## src/rtl/irq_fiq_pkg.sv

```systemverilog
package irq_fiq_pkg;
  localparam int REG_AW = 2;

  typedef enum logic [REG_AW-1:0] {
    SEL_TRIG  = 2'd0,
    SEL_MASK  = 2'd1,
    SEL_ROUTE = 2'd2,
    SEL_PEND  = 2'd3
  } reg_sel_e;
endpackage

```

## src/rtl/irq_in_sync.sv

```systemverilog
module irq_in_sync #(
  parameter int W      = 6,
  parameter int STAGES = 2
) (
  input  logic         clk,
  input  logic         rst,
  input  logic [W-1:0] d,
  output logic [W-1:0] q
);
  logic [W-1:0] stage_q [STAGES];

  always_ff @(posedge clk) begin
    if (rst) stage_q[0] <= '0;
    else     stage_q[0] <= d;
  end

  for (genvar s = 1; s < STAGES; s++) begin : g_stage
    always_ff @(posedge clk) begin
      if (rst) stage_q[s] <= '0;
      else     stage_q[s] <= stage_q[s-1];
    end
  end

  assign q = stage_q[STAGES-1];
endmodule

```

## src/rtl/irq_regs.sv

```systemverilog
module irq_regs
  import irq_fiq_pkg::*;
#(
  parameter int N  = 26,
  parameter int DW = 32
) (
  input  logic              clk,
  input  logic              rst,
  input  logic              wr_en,
  input  logic [REG_AW-1:0] wr_addr,
  input  logic [DW-1:0]     wr_data,
  input  logic [REG_AW-1:0] rd_addr,
  input  logic [N-1:0]      pend,
  output logic [N-1:0]      trig_q,
  output logic [N-1:0]      mask_q,
  output logic [N-1:0]      route_q,
  output logic [N-1:0]      clr,
  output logic [DW-1:0]     rd_data
);
  logic [N-1:0] wr_bits;
  assign wr_bits = wr_data[N-1:0];

  always_ff @(posedge clk) begin
    if (rst) begin
      trig_q  <= '0;
      mask_q  <= '1;
      route_q <= '0;
    end else if (wr_en) begin
      case (reg_sel_e'(wr_addr))
        SEL_TRIG:  trig_q  <= wr_bits;
        SEL_MASK:  mask_q  <= wr_bits;
        SEL_ROUTE: route_q <= wr_bits;
        default:   ;
      endcase
    end
  end

  assign clr = (wr_en && reg_sel_e'(wr_addr) == SEL_PEND) ? wr_bits : '0;

  always_ff @(posedge clk) begin
    if (rst) rd_data <= '0;
    else begin
      case (reg_sel_e'(rd_addr))
        SEL_TRIG:  rd_data <= DW'(trig_q);
        SEL_MASK:  rd_data <= DW'(mask_q);
        SEL_ROUTE: rd_data <= DW'(route_q);
        default:   rd_data <= DW'(pend);
      endcase
    end
  end

  // configuration returns to its reset values
  assert_reset_state_R1: assert property (@(posedge clk)
    $past(rst) |-> (mask_q == '1 && route_q == '0 && trig_q == '0));
endmodule

```

## src/rtl/irq_pend.sv

```systemverilog
module irq_pend #(
  parameter int N = 26
) (
  input  logic         clk,
  input  logic         rst,
  input  logic [N-1:0] src,
  input  logic [N-1:0] trig,
  input  logic [N-1:0] clr,
  output logic [N-1:0] pend_q
);
  logic [N-1:0] src_d;

  for (genvar i = 0; i < N; i++) begin : g_src
    always_ff @(posedge clk) begin
      if (rst) begin
        src_d[i]  <= 1'b0;
        pend_q[i] <= 1'b0;
      end else begin
        src_d[i] <= src[i];
        if (trig[i]) pend_q[i] <= (pend_q[i] & ~clr[i]) | (src[i] & ~src_d[i]);
        else         pend_q[i] <= src[i];
      end
    end
  end

  // latched edge requests survive unless cleared
  assert_edge_hold_R3: assert property (@(posedge clk) disable iff (rst)
    (($past(pend_q) & $past(trig) & trig & ~$past(clr)) & ~pend_q) == '0);

  // level requests track the input one cycle later
  assert_level_follow_R5: assert property (@(posedge clk) disable iff (rst)
    !$past(rst) |-> (((pend_q ^ $past(src)) & ~$past(trig)) == '0));
endmodule

```

## src/rtl/irq_lowest_enc.sv

```systemverilog
module irq_lowest_enc #(
  parameter int N     = 26,
  parameter int IDX_W = 5
) (
  input  logic             clk,
  input  logic             rst,
  input  logic [N-1:0]     req,
  output logic             valid_q,
  output logic [IDX_W-1:0] idx_q
);
  logic [IDX_W-1:0] idx_n;

  always_comb begin
    idx_n = '0;
    for (int i = N - 1; i >= 0; i--)
      if (req[i]) idx_n = IDX_W'(i);
  end

  always_ff @(posedge clk) begin
    if (rst) begin
      valid_q <= 1'b0;
      idx_q   <= '0;
    end else begin
      valid_q <= |req;
      idx_q   <= (|req) ? idx_n : '0;
    end
  end

  // reported index was requesting and nothing lower was
  assert_lowest_idx_R8: assert property (@(posedge clk) disable iff (rst)
    valid_q |-> ((($past(req) >> idx_q) & N'(1)) != '0 &&
                 ($past(req) & ((N'(1) << idx_q) - N'(1))) == '0));

  assert_idle_idx_R8: assert property (@(posedge clk) disable iff (rst)
    !valid_q |-> idx_q == '0);
endmodule

```

## src/rtl/irq_fiq_ctrl.sv

```systemverilog
module irq_fiq_ctrl
  import irq_fiq_pkg::*;
#(
  parameter int N_EXT       = 6,
  parameter int N_INT       = 20,
  parameter int SYNC_STAGES = 2,
  parameter int DW          = 32,
  localparam int N_SRC      = N_EXT + N_INT,
  localparam int IDX_W      = $clog2(N_SRC)
) (
  input  logic              clk,
  input  logic              rst,
  input  logic [N_EXT-1:0]  ext_irq_in,
  input  logic [N_INT-1:0]  int_irq_in,
  input  logic              reg_wr_en,
  input  logic [REG_AW-1:0] reg_wr_addr,
  input  logic [DW-1:0]     reg_wr_data,
  input  logic [REG_AW-1:0] reg_rd_addr,
  output logic [DW-1:0]     reg_rd_data,
  output logic              irq_o,
  output logic [IDX_W-1:0]  irq_idx_o,
  output logic              fiq_o,
  output logic [IDX_W-1:0]  fiq_idx_o
);
  logic [N_EXT-1:0] ext_s;
  logic [N_SRC-1:0] src, pend, trig, mask, route, clr;
  logic [N_SRC-1:0] act_irq, act_fiq;

  irq_in_sync #(.W(N_EXT), .STAGES(SYNC_STAGES)) u_sync (
    .clk(clk), .rst(rst), .d(ext_irq_in), .q(ext_s));

  assign src = {int_irq_in, ext_s};

  irq_regs #(.N(N_SRC), .DW(DW)) u_regs (
    .clk(clk), .rst(rst), .wr_en(reg_wr_en), .wr_addr(reg_wr_addr),
    .wr_data(reg_wr_data), .rd_addr(reg_rd_addr), .pend(pend),
    .trig_q(trig), .mask_q(mask), .route_q(route), .clr(clr),
    .rd_data(reg_rd_data));

  irq_pend #(.N(N_SRC)) u_pend (
    .clk(clk), .rst(rst), .src(src), .trig(trig), .clr(clr), .pend_q(pend));

  assign act_irq = pend & ~mask & ~route;
  assign act_fiq = pend & ~mask & route;

  irq_lowest_enc #(.N(N_SRC), .IDX_W(IDX_W)) u_enc_irq (
    .clk(clk), .rst(rst), .req(act_irq), .valid_q(irq_o), .idx_q(irq_idx_o));

  irq_lowest_enc #(.N(N_SRC), .IDX_W(IDX_W)) u_enc_fiq (
    .clk(clk), .rst(rst), .req(act_fiq), .valid_q(fiq_o), .idx_q(fiq_idx_o));

  // a line never reports a source that was masked
  assert_mask_gate_R6: assert property (@(posedge clk) disable iff (rst)
    irq_o |-> (($past(mask) >> irq_idx_o) & N_SRC'(1)) == '0);

  // each line only reports sources steered to it
  assert_irq_route_R7: assert property (@(posedge clk) disable iff (rst)
    irq_o |-> (($past(route) >> irq_idx_o) & N_SRC'(1)) == '0);

  assert_fiq_route_R7: assert property (@(posedge clk) disable iff (rst)
    fiq_o |-> (($past(route) >> fiq_idx_o) & N_SRC'(1)) != '0);
endmodule

```

## config.mk

```make
export PLATFORM = sky130hd
export DESIGN_NAME = irq_fiq_ctrl
export DESIGN_NICKNAME = d
export VERILOG_FILES = /design/src/rtl/irq_fiq_pkg.sv /design/src/rtl/irq_in_sync.sv /design/src/rtl/irq_regs.sv /design/src/rtl/irq_pend.sv /design/src/rtl/irq_lowest_enc.sv /design/src/rtl/irq_fiq_ctrl.sv
export SDC_FILE = /design/constraint.sdc
export NUM_CORES = 1
export LEC_CHECK = 0
export BUFFER_PORTS_ARGS = -buffer_cell sky130_fd_sc_hd__buf_2
export CAP_MARGIN = 25
export CORE_MARGIN = 5
export CORE_UTILIZATION = 55
export CTS_BUF_LIST = sky130_fd_sc_hd__clkbuf_4 sky130_fd_sc_hd__clkbuf_8 sky130_fd_sc_hd__clkbuf_16
export DETAILED_ROUTE_END_ITERATION = 10
export HOLD_SLACK_MARGIN = 0.06
export PLACE_DENSITY = 0.85
export SLEW_MARGIN = 40
export SYNTH_ARGS = -nofsm -noshare
export SYNTH_HDL_FRONTEND = slang
export SYNTH_SLANG_ARGS = --single-unit
```

## constraint.sdc

```tcl
create_clock -name clk -period 3.1 [get_ports clk]
set_input_delay 0.155 -clock clk [delete_from_list [all_inputs] [get_ports clk]]
set_output_delay 0.155 -clock clk [all_outputs]
set_load 0.1 [all_outputs]
```

; After elaboration in Yosys (flattened, before gate mapping)
; Memory sizes are Yosys's and may differ from the RTL's.
; Cells that the tools add are included.
[word_totals]
regBits = 174
ram_bits = 12
inputBits = 65
out_inout_bits = 44
elab_cells = 314
mem_count = 1
[mem_list]
columns = memory, words, word_bits, rd, rd_clocked_by_memory_dff, wr, line_no
row1 = u_sync.stage_q, 2, 6, 2, 0, 2, irq_in_sync.sv:10  ; logic [W-1:0] stage_q [STAGES];
[op_classes]
eq_ne = 5
n_mux = 83
bitwise_logic = 139
n_reduce_logical = 18
[ops]
columns = op, count
row1 = two-way mux 5 bit, 20
row2 = bitwise AND 26 bit, 3
row3 = case mux 26 bit (3 select lines), 1
row4 = two-way mux 4 bit, 16
row5 = inverter 1 bit, 54
row6 = bitwise AND 1 bit, 52
row7 = inverter 26 bit, 2
row8 = OR reduction 26 bit, 2
row9 = OR reduction 18 bit, 2
row10 = two-way mux 1 bit, 31
row11 = OR 1 bit, 28
row12 = two-way mux 26 bit, 1
row13 = two-way mux 3 bit, 8
row14 = OR reduction 10 bit, 2
row15 = two-way mux 6 bit, 2
row16 = OR reduction 6 bit, 2
row17 = two-way mux 2 bit, 4
row18 = OR reduction 4 bit, 2
row19 = == test 2 bit (second input constant), 3
row20 = AND reduction 2 bit, 3
row21 = OR reduction 3 bit, 2
row22 = == test 2 x 1 -> 1 bit (second input constant), 2
row23 = zero test 2 bit, 2
row24 = logical AND 1 bit, 1

; Depth between registers and ports, before layout
[logic_depth]
ltp_word = 28
depth_mapped = 6
mapped_depth_nobuf = 5

; Hierarchy
; From an unflattened synthesis, not the netlist that was laid out.
[hier_totals]
hier_cells = 833
hier_area_um2 = 8380.5
[by_module_without_submodules]
columns = module, instances, cells_per_inst, area_per_inst_um2, seq_area_each_um2
row1 = irq_regs, 1, 469, 4687.0, 2082.0
row2 = irq_pend, 1, 161, 1813.0, 1041.0
row3 = irq_lowest_enc, 2, 63, 480.5, 120.1
row4 = irq_fiq_ctrl, 1, 52, 553.0, 0.0
row5 = irq_in_sync, 1, 25, 366.6, 240.2

; Least setup slack after synthesis
; Ideal clock, no wire load.
[synth_timing]
path_kind = flip-flop to flip-flop
startpoint = register u_regs.mask_q[12]
endpoint = register u_enc_fiq.idx_q[0]
t_arrival_ps = 1413
required_time_ps = 3012
setup_slack_ps = 1599
stages_incl_launch_ff = 5
n_path_buf = 0
path_cell_list = dfxtp_1 -> and3b_1 -> or3_1 -> o31a_1 -> nor4_2
[synth_between]
elab_chain_len = 15
[synth_rtl]
columns = element, line_no
row1 = from (decl), irq_regs.sv:15  ; output logic [N-1:0] mask_q,
row2 = from (signal assigned), irq_regs.sv:31  ; SEL_MASK: mask_q <= wr_bits;
row3 = inverter 26 bit (*), irq_fiq_ctrl.sv:44  ; assign act_fiq = pend & ~mask & route;
row4 = bitwise AND 26 bit (*) (2 in series), irq_fiq_ctrl.sv:44
row5 = two-way mux 4 bit (5 in series), irq_lowest_enc.sv:16  ; if (req[i]) idx_n = IDX_W'(i);
row6 = two-way mux 3 bit (4 in series), irq_lowest_enc.sv:16
row7 = two-way mux 2 bit (2 in series), irq_lowest_enc.sv:16
row8 = two-way mux 1 bit, irq_lowest_enc.sv:16
row9 = to (signal assigned), irq_lowest_enc.sv:25  ; idx_q <= (|req) ? idx_n : '0;
row10 = to (decl), irq_lowest_enc.sv:9  ; output logic [IDX_W-1:0] idx_q
; Every way passes the cells marked *; elsewhere a longest branch is shown, timed or not.
; A chain may end at the register's enable or synchronous reset.

; Worst setup path after layout
[layout_timing]
startpoint = register u_pend.pend_q[21]
endpoint = register u_enc_irq.idx_q[0]
[layout_between]
elab_chain_len = 23
[layout_rtl]
columns = element, line_no
row1 = from (decl), irq_pend.sv:9  ; output logic [N-1:0] pend_q
row2 = "from (signal, indexed assignment)", irq_pend.sv:20  ; if (trig[i]) pend_q[i] <= (pend_q[i] & ~clr[i]) | (src[i] & ~src_d[i]);
row3 = "from (signal, indexed assignment)", irq_pend.sv:21  ; else pend_q[i] <= src[i];
row4 = bitwise AND 26 bit (*) (2 in series), irq_fiq_ctrl.sv:43  ; assign act_irq = pend & ~mask & ~route;
row5 = two-way mux 5 bit (6 in series), irq_lowest_enc.sv:16
row6 = two-way mux 4 bit (8 in series), irq_lowest_enc.sv:16
row7 = two-way mux 3 bit (4 in series), irq_lowest_enc.sv:16
row8 = two-way mux 2 bit (2 in series), irq_lowest_enc.sv:16
row9 = two-way mux 1 bit, irq_lowest_enc.sv:16
row10 = to (signal assigned), irq_lowest_enc.sv:25
row11 = to (decl), irq_lowest_enc.sv:9
; Marks and branches as above.

==> flow_summary.json <==
{
  "status": "complete, no violations",
  "timing_worst_setup_path_type": "flop to flop",
  "whs_ps": 187,
  "cp_slowest_cell": "nor3b_1",
  "cts_max_path_buffers": 2,
  "ant_nets": 0,
  "power_density_nw_per_um2": 578,
  "crit_required_ps": 3400,
  "grt_pass1_vias": 6346,
  "syn_avg_cell_area_um2": 9.16,
  "start_kind": "flop",
  "synth_cells": 832,
  "layout.nets": 1027,
  "number_of_violations_of_the_max_capacitance_limit": 0,
  "lkg_pwr_nw": 3.89,
  "dpl-instance-area_um2": 8180,
  "antennaDiodeCount": 0,
  "synth.largest_area_cell": "dfxtp_1",
  "design_area_um2": 9300,
  "cts-resized-gates": 0,
  "number_of_slew_limit_violations_in_the_final_report": 0,
  "detail_route.vias_per_cell": 5.71,
  "synth_top_area_share_pct": 47.3,
  "dp.final_hpwl_um": 12100,
  "design.die.area_um2": 16300,
  "h_tree_lvl_count": 4,
  "synth_edf_count": 0,
  "postCtsSetupRepairBufs": 0,
  "netlist-cell-type-count": 56,
  "ys_top_cells_by_area": "dfxtp_1, nand2_1, mux4_2, nor2b_1, nand3b_1",
  "cts.root.buffer_cell": "clkbuf_16",
  "initialDrtViolationCount": 607,
  "critPathLaunch": "u_pend.pend_q[21]",
  "core_area_um2": 13700,
  "floorplan.rows": 43,
  "track_usage_pct": 23.5,
  "areaGrowthSynthToFinish_pct": 22.0,
  "peakVddDrop_v": 0.000373,
  "crit_chain": "nor3b_1 -> a211oi_1 -> o31ai_1 -> a31oi_1 -> a211oi_1",
  "crit_family": "compound AO/OA/AOI/OAI gates",
  "hold_path_class": "input pin to flop",
  "drt-total-wl_um": 18900,
  "ioPinCount": 109,
  "pin_count_of_the_biggest_net_entering_global_routing": 97,
  "io_buffers": 96,
  "synth-async-reset-ratio_pct": 0,
  "dieWidth_um": 128,
  "synth-seq-area-share_pct": 47.3,
  "global_route.overflow_total": 0,
  "fmaxAchievable_mhz": 528,
  "drive_gt1_share_pct": 17.6,
  "antenna_found_initial": 0,
  "cts_inserted_buffers": 17,
  "cp_common_cell": "a211oi_1",
  "post_drt_wl_per_cell_um": 16.4,
  "setup_viol_count_final": 0,
  "floorplan.die.height_um": 128,
  "skew_ps": 6.35,
  "cts.sinks": 180,
  "routed_vias": 6581,
  "worst_pin_slew_ps": 791,
  "final_hold_viol_count": 0,
  "cp-end-kind": "flop",
  "rsz_0062_raised_after_global_routing": "no",
  "finalSetupTns_ps": 0,
  "critical_path_buf_inv_count": 0,
  "largest_stage_delay_on_the_critical_path_ps": 450,
  "max_slew_margin_pct": 47.3,
  "mostFrequentLayoutCells": "nand2_1, dfxtp_1, buf_2",
  "ys_warn_count": 0,
  "cts_tree": "built",
  "detail_route.first_pass.iterations": 7,
  "gpl.final_weighted_congestion": 0.891,
  "grt_pass1_wl_um": 30800,
  "finalCoreUtilization_pct": 67.8,
  "cp.arrival_ps": 2200,
  "clk_latency_ps": 430,
  "holdCritStartpoint": "rst",
  "mostFrequentLayoutCell": "nand2_1",
  "clock_pin_slew_reported_for_the_worst_setup_and_hold_paths_after_clock_tree_synthesis_ps": 60,
  "synth_seq_cells": 180,
  "worst-path-max-fanout": 4,
  "regToRegStartpoint": "u_pend.pend_q[21]",
  "synth-main-ff-cell": "dfxtp_1",
  "p_total_w": 0.00537,
  "start_util_pct": 55.5,
  "syn-cell-area_um2": 7620,
  "timing.final.crit_share_pct": 61.0,
  "cts_hold_repair.buffers": 52,
  "fin_crit_ps": 1890,
  "detail_route.drc_violations": 0
}
[area by class of cell]
class	instances	area (um^2)
multi-input cells	606	3800
repair buffers	156	1070
clock buffers	21	462
flip-flops and latches	180	3600
fillers	1071	4420
well taps	180	225
inverters	1	3.75
clock inverters	9	131
[report_power, final]
group          internal [W]  leakage [nW]  total [W]  switching (W)
combinational      0.000241          2.13   0.000707       0.000465
sequential          0.00242          1.48    0.00249      0.0000713
clock               0.00130         0.285    0.00217       0.000869
[synth_stat cells (2+ instances only)]
| master | number |
|---|---|
| nand2_1 | 220 |
| dfxtp_1 | 180 |
| nor2b_1 | 68 |
| a21oi_1 | 57 |
| nand3b_1 | 42 |
| clkbuf_1 | 32 |
| a211oi_1 | 29 |
| a21o_1 | 27 |
| nor3b_1 | 26 |
| mux4_2 | 25 |
| nor2_1 | 19 |
| and3b_1 | 10 |
| buf_2 | 8 |
| buf_4 | 8 |
| nor3_1 | 7 |
| nor4_1 | 7 |
| nand3_1 | 4 |
| nand4_1 | 4 |
| a31oi_1 | 3 |
| and3b_2 | 3 |
| and4_1 | 3 |
| nand2b_1 | 3 |
| o21ai_0 | 3 |
| or2b_1 | 3 |
| or3b_1 | 3 |
| or3b_2 | 3 |
| and3_1 | 2 |
| buf_1 | 2 |
| o2111a_1 | 2 |
| o21ai_1 | 2 |
| o21bai_1 | 2 |
[kinds of logic (layout without fill, tap and decap cells)]
| group | count (synthesis) | in the layout | synth area share [%] |
|---|---|---|---|
| and+or+nand+nor | 434 | 434 | 29.8 |
| buffers and inverters | 51 | 187 | 3.04 |
| muxes | 26 | 26 | 7.74 |
| AOI/OAI and AO/OA | 140 | 140 | 12.0 |
| other | 1 | 6 | 0.0492 |
| DFF | 180 | 180 | 47.3 |
[sequential cells by signal, indices dropped and copies added (netlist names)]
register and count:
u_enc_irq.valid_q 1, u_sync.stage_q 12, u_regs.trig_q 26, u_enc_irq.idx_q 5, u_regs.route_q 26, u_pend.src_d 26
u_pend.pend_q 26, u_enc_fiq.idx_q 5, u_regs.mask_q 26, u_regs.rd_data 26, u_enc_fiq.valid_q 1
[layer usage]
layer	vias to the layer above	global-route usage [%]	routed length, um
li1	3148	-	-
met3	50	4.75	1330
met4	0	10.3	608
met5	-	0	0
met2	272	39.3	9080
met1	3111	29.6	7870
[stage by stage]
stage | std cells | worst slack [ps]
6_report | 1153 | 1210
5_1_grt | 1153 | 1070
4_1_cts | 1153 | 1280
3_5_place_dp | 1071 | 1320
3_3_place_gp | 1071 | 1340
2_1_floorplan | 837 | 1600
[worst register-to-register path, stage by stage (launching register included)]
cell and delay, ps:
dfxtp_1 390, nor3b_1 450, a211oi_1 90, o31ai_1 310
a31oi_1 150, a211oi_1 370
[path summary, 6_finish.rpt]
path	depth (start not counted)	end	slack, ps
worst min register to register	1	u_sync.stage_q[1][0]	440
worst max register to register	5	u_enc_irq.idx_q[0]	1210
worst min-delay path	2	u_enc_irq.valid_q	190
worst max-delay path	5	u_enc_irq.idx_q[0]	1210
(Power assumes the default switching activity.)
